### src/rtl/swdiv_pkg.sv
package swdiv_pkg;
  typedef enum logic {
    BAND_AM = 1'b0,
    BAND_FM = 1'b1
  } band_e;
endpackage

### src/rtl/swdiv_split.sv
// Splits M = N+1 into swallow count A and main count B for the selected band.
module swdiv_split #(
  parameter int NW   = 14,
  parameter int P_LO = 7,
  parameter int P_HI = 63,
  parameter int MW   = NW + 1,
  parameter int SW   = $clog2(P_HI)
) (
  input  logic [NW-1:0] n_val,
  input  logic          fm_sel,
  output logic [SW-1:0] a_eff,
  output logic [MW-1:0] b_eff,
  output logic          bad
);
  logic [MW-1:0] m_val;
  logic [SW-1:0] a_opt [2];
  logic [MW-1:0] b_opt [2];
  logic [SW-1:0] a_raw;
  logic [MW-1:0] b_raw;

  assign m_val = MW'(n_val) + MW'(1);

  for (genvar g = 0; g < 2; g++) begin : g_band
    localparam int PM = (g == 0) ? P_LO : P_HI;
    assign b_opt[g] = m_val / MW'(PM);
    assign a_opt[g] = SW'(m_val % MW'(PM));
  end

  always_comb begin
    a_raw = a_opt[fm_sel];
    b_raw = b_opt[fm_sel];
    bad   = MW'(a_raw) > b_raw;
    a_eff = bad ? '0 : a_raw;
    b_eff = (b_raw == '0) ? MW'(1) : b_raw;
  end
endmodule

### src/rtl/swdiv_prescaler.sv
// Dual-modulus prescaler model: counts down from a reload value, ticks at zero.
module swdiv_prescaler #(
  parameter int PW = 6
) (
  input  logic          clk,
  input  logic          rst,
  input  logic [PW-1:0] load_val,
  output logic          tick
);
  logic [PW-1:0] cnt;

  assign tick = (cnt == '0);

  always_ff @(posedge clk) begin
    if (rst || tick) cnt <= load_val;
    else             cnt <= cnt - PW'(1);
  end
endmodule

### src/rtl/swdiv_counters.sv
// Main and swallow counters; hold the active configuration for one output cycle.
module swdiv_counters
  import swdiv_pkg::*;
#(
  parameter int MW = 15,
  parameter int SW = 6
) (
  input  logic          clk,
  input  logic          rst,
  input  logic          tick,
  input  logic [SW-1:0] a_new,
  input  logic [MW-1:0] b_new,
  input  logic          fm_new,
  output logic          cycle_end,
  output logic          nxt_swallow,
  output logic          nxt_fm
);
  logic [MW-1:0] main_cnt;
  logic [SW-1:0] sw_cnt;
  band_e         act_band;
  logic          load;

  assign cycle_end = !rst && tick && (main_cnt == MW'(1));
  assign load      = rst || cycle_end;

  always_ff @(posedge clk) begin
    if (load) begin
      sw_cnt   <= a_new;
      main_cnt <= b_new;
      act_band <= band_e'(fm_new);
    end else if (tick) begin
      main_cnt <= main_cnt - MW'(1);
      if (sw_cnt != '0) sw_cnt <= sw_cnt - SW'(1);
    end
  end

  always_comb begin
    if (load) begin
      nxt_fm      = fm_new;
      nxt_swallow = (a_new != '0);
    end else begin
      nxt_fm      = (act_band == BAND_FM);
      nxt_swallow = (sw_cnt > SW'(1));
    end
  end
endmodule

### src/rtl/swallow_divider.sv
module swallow_divider #(
  parameter int NW   = 14,
  parameter int P_LO = 7,
  parameter int P_HI = 63
) (
  input  logic          clk,
  input  logic          rst,
  input  logic [NW-1:0] n_val,
  input  logic          band_fm,
  output logic          div_pulse,
  output logic          cfg_invalid
);
  localparam int MW = NW + 1;
  localparam int SW = $clog2(P_HI);
  localparam int PW = $clog2(P_HI + 1);

  logic [SW-1:0] a_eff;
  logic [MW-1:0] b_eff;
  logic          bad;
  logic          tick;
  logic          cycle_end;
  logic          nxt_swallow;
  logic          nxt_fm;
  logic [PW-1:0] load_val;

  swdiv_split #(.NW(NW), .P_LO(P_LO), .P_HI(P_HI), .MW(MW), .SW(SW)) u_split (
    .n_val (n_val),
    .fm_sel(band_fm),
    .a_eff (a_eff),
    .b_eff (b_eff),
    .bad   (bad)
  );

  swdiv_counters #(.MW(MW), .SW(SW)) u_cnt (
    .clk        (clk),
    .rst        (rst),
    .tick       (tick),
    .a_new      (a_eff),
    .b_new      (b_eff),
    .fm_new     (band_fm),
    .cycle_end  (cycle_end),
    .nxt_swallow(nxt_swallow),
    .nxt_fm     (nxt_fm)
  );

  // Reload value is modulus minus one: P for a swallowed cycle (P+1 clocks), else P-1.
  always_comb begin
    if (nxt_fm) load_val = nxt_swallow ? PW'(P_HI) : PW'(P_HI - 1);
    else        load_val = nxt_swallow ? PW'(P_LO) : PW'(P_LO - 1);
  end

  swdiv_prescaler #(.PW(PW)) u_pre (
    .clk     (clk),
    .rst     (rst),
    .load_val(load_val),
    .tick    (tick)
  );

  always_ff @(posedge clk) begin
    if (rst) div_pulse <= 1'b0;
    else     div_pulse <= cycle_end;
    cfg_invalid <= bad;
  end
endmodule

### config.mk
export PLATFORM = sky130hd
export DESIGN_NAME = swallow_divider
export DESIGN_NICKNAME = d
export VERILOG_FILES = /design/src/rtl/swdiv_pkg.sv /design/src/rtl/swdiv_split.sv /design/src/rtl/swdiv_prescaler.sv /design/src/rtl/swdiv_counters.sv /design/src/rtl/swallow_divider.sv
export SDC_FILE = /design/constraint.sdc
export NUM_CORES = 1
export LEC_CHECK = 0
export ABC_CLOCK_PERIOD_IN_PS = 26800
export BUFFER_PORTS_ARGS = -buffer_cell sky130_fd_sc_hd__buf_2
export CORE_MARGIN = 10
export CORE_UTILIZATION = 50
export DETAILED_ROUTE_END_ITERATION = 10
export MAX_ROUTING_LAYER = met4
export PLACE_DENSITY = 0.7
export REMOVE_ABC_BUFFERS = 1
export SLEW_MARGIN = 20
export SYNTH_ARGS = -nofsm -noshare
export SYNTH_HDL_FRONTEND = slang
export SYNTH_SLANG_ARGS = --single-unit
### constraint.sdc
create_clock -name clk -period 26.8 [get_ports clk]
set_clock_uncertainty 0.2 [all_clocks]
set_input_delay 2.68 -clock clk [delete_from_list [all_inputs] [get_ports clk]]
set_output_delay 2.68 -clock clk [all_outputs]
set_load 0.02 [all_outputs]
==> impl_metrics.sql <==
INSERT INTO impl_metrics (metric_group, metric, value, unit) VALUES
('global_routing', 'initial_antenna_violation_count', '0', ''),
('finish', 'fillers', '1201', ''),
('placed_design', 'place.gp.congestion', '0.940', ''),
('setup_path', 'setup.worst_path.end_class', 'flip-flop', ''),
('drt', 'viasPerCell', '6.37', ''),
('clocking', 'clk_pin_slew_worst_paths', '0.05', 'ns'),
('synth', 'synth-edff-count', '21', ''),
('global_routing', 'grt_first_pass_wirelength', '30.1', 'mm'),
('placed_design', 'hpwlAfterDp', '14.4', 'mm'),
('setup_path', 'worst_setup_path_endpoint', 'u_cnt.sw_cnt[2]', ''),
('placed_design', 'postPlaceCellArea', '7230', 'µm²'),
('setup_path', 'critical_path_required', '26.62', 'ns'),
('timing', 'max-slew-margin-rel', '20.5', '%'),
('synth', 'ys_dominant_reg_cell', 'sky130_fd_sc_hd__edfxtp_1', ''),
('synth', 'post_synth_inst_count', '869', ''),
('clocking', 'clock_path_buffers', '2', ''),
('timing', 'max_clock_freq', '39.0', 'MHz'),
('setup_path', 'crit_buf_inv', '7', ''),
('setup_path', 'worst_setup_path_startpoint', 'n_val[1]', ''),
('setup_path', 'critical_path.most_common_cell', 'sky130_fd_sc_hd__ha_1', ''),
('global_routing', 'grt_pass1_vias', '6369', ''),
('timing', 'worst_case_hold_slack', '0.268', 'ns'),
('timing', 'layout_worst_path_cycle_share', '95.7', '%'),
('drt', 'routedWlPerCell', '17.3', 'µm'),
('finish', 'syn2layout_area_growth', '17.0', '%'),
('synth', 'synth_async_sr_flop_share', '0', '%'),
('setup_path', 'crit_path_top_delay_cell', 'sky130_fd_sc_hd__or3b_2', ''),
('drt', 'dr.first_iter.drc_count', '524', ''),
('finish', 'nNetsFinal', '999', ''),
('clocking', 'holdBufCountCts', '0', ''),
('die', 'die-width', '136', 'µm'),
('clocking', 'htree_num_levels', '2', ''),
('drt', 'wirelength', '19.1', 'mm'),
('global_routing', 'globalRouteTotalUtil', '19.5', '%'),
('setup_path', 'timing.critical_path.arrival', '25.47', 'ns'),
('synth', 'synthesis.area', '6760', 'µm²'),
('setup_path', 'start_kind', 'input port', ''),
('setup_path', 'r2r-start', 'u_cnt.main_cnt[2]', ''),
('setup_path', 'path_delay_family', 'simple AND/OR/NAND/NOR gates', ''),
('clocking', 'tritoncts', 'built', ''),
('die', 'ioPinCount', '19', ''),
('placed_design', 'io_buffer_count', '18', ''),
('status', 'result_of_the_run', 'complete, no violations', ''),
('synth', 'synthesis.area_per_instance', '7.78', 'µm²'),
('clocking', 'cts.sink_count', '30', ''),
('drt', 'firstDrtPassIters', '6', ''),
('clocking', 'cts.root.buffer_cell', 'sky130_fd_sc_hd__clkbuf_16', ''),
('synth', 'seq_cells_post_synth', '30', ''),
('drt', 'route.detailed.drc', '0', ''),
('finish', 'post-route-cell-area', '7910', 'µm²'),
('setup_path', 'slowest_delay', '0.48', 'ns'),
('setup_path', 'critPathKind', 'input port to flip-flop', ''),
('timing', 'timing.final.hold_violations', '0', ''),
('finish', 'ant_diodes', '0', ''),
('finish', 'most-common-layout-cells', 'sky130_fd_sc_hd__nor2_1, sky130_fd_sc_hd__buf_4, sky130_fd_sc_hd__nand2_1', ''),
('finish', 'final_cells', '1107', ''),
('setup_path', 'reg2regPathDepth', '7', ''),
('die', 'coreArea', '13200', 'µm²'),
('clocking', 'tritoncts.num_buffers', '5', ''),
('finish', 'postLayoutCoreUtil', '59.7', '%'),
('die', 'fp.dieArea', '18600', 'µm²'),
('finish', 'layout_commonest_cell', 'sky130_fd_sc_hd__nor2_1', ''),
('timing', 'timing.final.setup_violations', '0', ''),
('setup_path', 'setup.reg_to_reg.worst_slack', '24.25', 'ns'),
('die', 'placementRows', '42', ''),
('setup_path', 'timing.rr.end', 'u_cnt.sw_cnt[2]', ''),
('job', 'maxCapViolCount', '0', ''),
('timing', 'timing.final.max_slew_violations', '0', ''),
('timing', 'worst-slew-pin-transition', '1.18', 'ns'),
('hold_path', 'worst_hold_path_type', 'flip-flop to flip-flop', ''),
('timing', 'finalCriticalPeriod', '25.65', 'ns');
## cells in the mapped netlist, types with 5 or more instances
cell type	count	area (µm²)
sky130_fd_sc_hd__a2111oi_0	5	43.8
sky130_fd_sc_hd__nand4_1	13	81.3
sky130_fd_sc_hd__xor2_1	31	272
sky130_fd_sc_hd__nand2_1	59	221
sky130_fd_sc_hd__nand2b_1	9	56.3
sky130_fd_sc_hd__inv_1	35	131
sky130_fd_sc_hd__o31ai_1	13	97.6
sky130_fd_sc_hd__a21oi_1	55	275
sky130_fd_sc_hd__and3_1	17	106
sky130_fd_sc_hd__and4_1	7	61.3
sky130_fd_sc_hd__nor4_1	19	119
sky130_fd_sc_hd__maj3_1	5	50.1
sky130_fd_sc_hd__o21a_1	10	75.1
sky130_fd_sc_hd__a31oi_1	16	100
sky130_fd_sc_hd__o211ai_1	11	82.6
sky130_fd_sc_hd__or2_2	8	50.1
sky130_fd_sc_hd__o21ai_0	21	105
sky130_fd_sc_hd__mux2_2	10	113
sky130_fd_sc_hd__nand3b_1	5	37.5
sky130_fd_sc_hd__or3_1	11	68.8
sky130_fd_sc_hd__ha_1	52	651
sky130_fd_sc_hd__and2_1	10	62.6
sky130_fd_sc_hd__o211a_1	5	50.1
sky130_fd_sc_hd__xnor2_1	52	455
sky130_fd_sc_hd__nor2_1	85	319
sky130_fd_sc_hd__dfxtp_1	9	180
sky130_fd_sc_hd__clkbuf_1	8	30.0
sky130_fd_sc_hd__o31a_1	5	43.8
sky130_fd_sc_hd__or4_1	5	37.5
sky130_fd_sc_hd__a21o_1	10	75.1
sky130_fd_sc_hd__nand3_1	28	140
sky130_fd_sc_hd__buf_2	8	40.0
sky130_fd_sc_hd__mux2i_1	16	160
sky130_fd_sc_hd__nor2b_1	13	81.3
sky130_fd_sc_hd__a211o_1	7	61.3
sky130_fd_sc_hd__buf_4	7	52.6
sky130_fd_sc_hd__a211oi_1	15	113
sky130_fd_sc_hd__edfxtp_1	21	631
sky130_fd_sc_hd__nor3_1	34	170
sky130_fd_sc_hd__o21ai_1	5	25.0
## sequential cells by signal, summed over array words and instances (netlist names)
register,cells
div_pulse,1
cfg_invalid,1
u_cnt.act_band,1
u_cnt.main_cnt,15
u_cnt.sw_cnt,6
u_pre.cnt,6
## routing by layer
| layer | track usage [%] | part of all wire (%) | vias to the layer above |
|---|---|---|---|
| li1 | - | - | 3469 |
| met1 | 25.8 | 47 | 3382 |
| met3 | 1.81 | 4.2 | 19 |
| met5 | - | 0 | - |
| met4 | 4.14 | 1.1 | 0 |
| met2 | 31.5 | 47 | 182 |
## stage by stage
stage / setup WS, ns / TNS (ns)
finish: 1.15 / 0
global route: -0.177 / -0.606
CTS: 0.00341 / 0
detailed placement: -0.481 / -2.39
global placement: -0.0974 / -0.351
floorplan: 0.171 / 0
## kinds of logic after synthesis
kind of cell / after synthesis / synth area share [%]
muxes: 29 / 4.65
and+or+nand+nor: 361 / 30.1
DFF: 30 / 12.0
adders and majority gates: 57 / 10.4
xor gates and xnor gates: 87 / 11.7
AOI/OAI and AO/OA: 241 / 26.8
buffers and inverters: 64 / 4.39
## timing repair
action	CTS	global route
endpoints found under the hold margin	0	0
setup endpoints to repair	5	9
resized for setup	2	75
setup buffers	0	21
pin swaps	0	26
## tightest hold or removal path, stage by stage, from the launching register on
cell	delay, ns
sky130_fd_sc_hd__dfxtp_1	0.31
sky130_fd_sc_hd__mux2i_1	0.06
sky130_fd_sc_hd__inv_1	0.07
## how the worst min path moves through the flow
stage	start	end	slack, ns	cells past startpoint
after floorplan	u_cnt.act_band	u_cnt.act_band	0.23	2
after global placement	u_cnt.act_band	u_cnt.act_band	0.24	2
after detailed placement	u_cnt.act_band	u_cnt.act_band	0.25	2
after CTS	u_cnt.act_band	u_cnt.act_band	0.26	2
after global routing	u_cnt.act_band	u_cnt.act_band	0.28	2
final	u_cnt.act_band	u_cnt.act_band	0.27	2
## area by class of cell
cell class | count | area [µm²] | share of cell area, %
timing repair buffer | 80 | 556 | 7.03
clock buffer | 6 | 129 | 1.63
clock inverter | 2 | 8.76 | 0.111
multi-input combinational | 775 | 6030 | 76.3
sequential | 30 | 811 | 10.3
tap | 176 | 220 | 2.79
inverter | 38 | 151 | 1.92
Power is left out: the tool's default activity adds up to more than one toggle a clock period on the data nets, which glitch-free logic cannot reach.
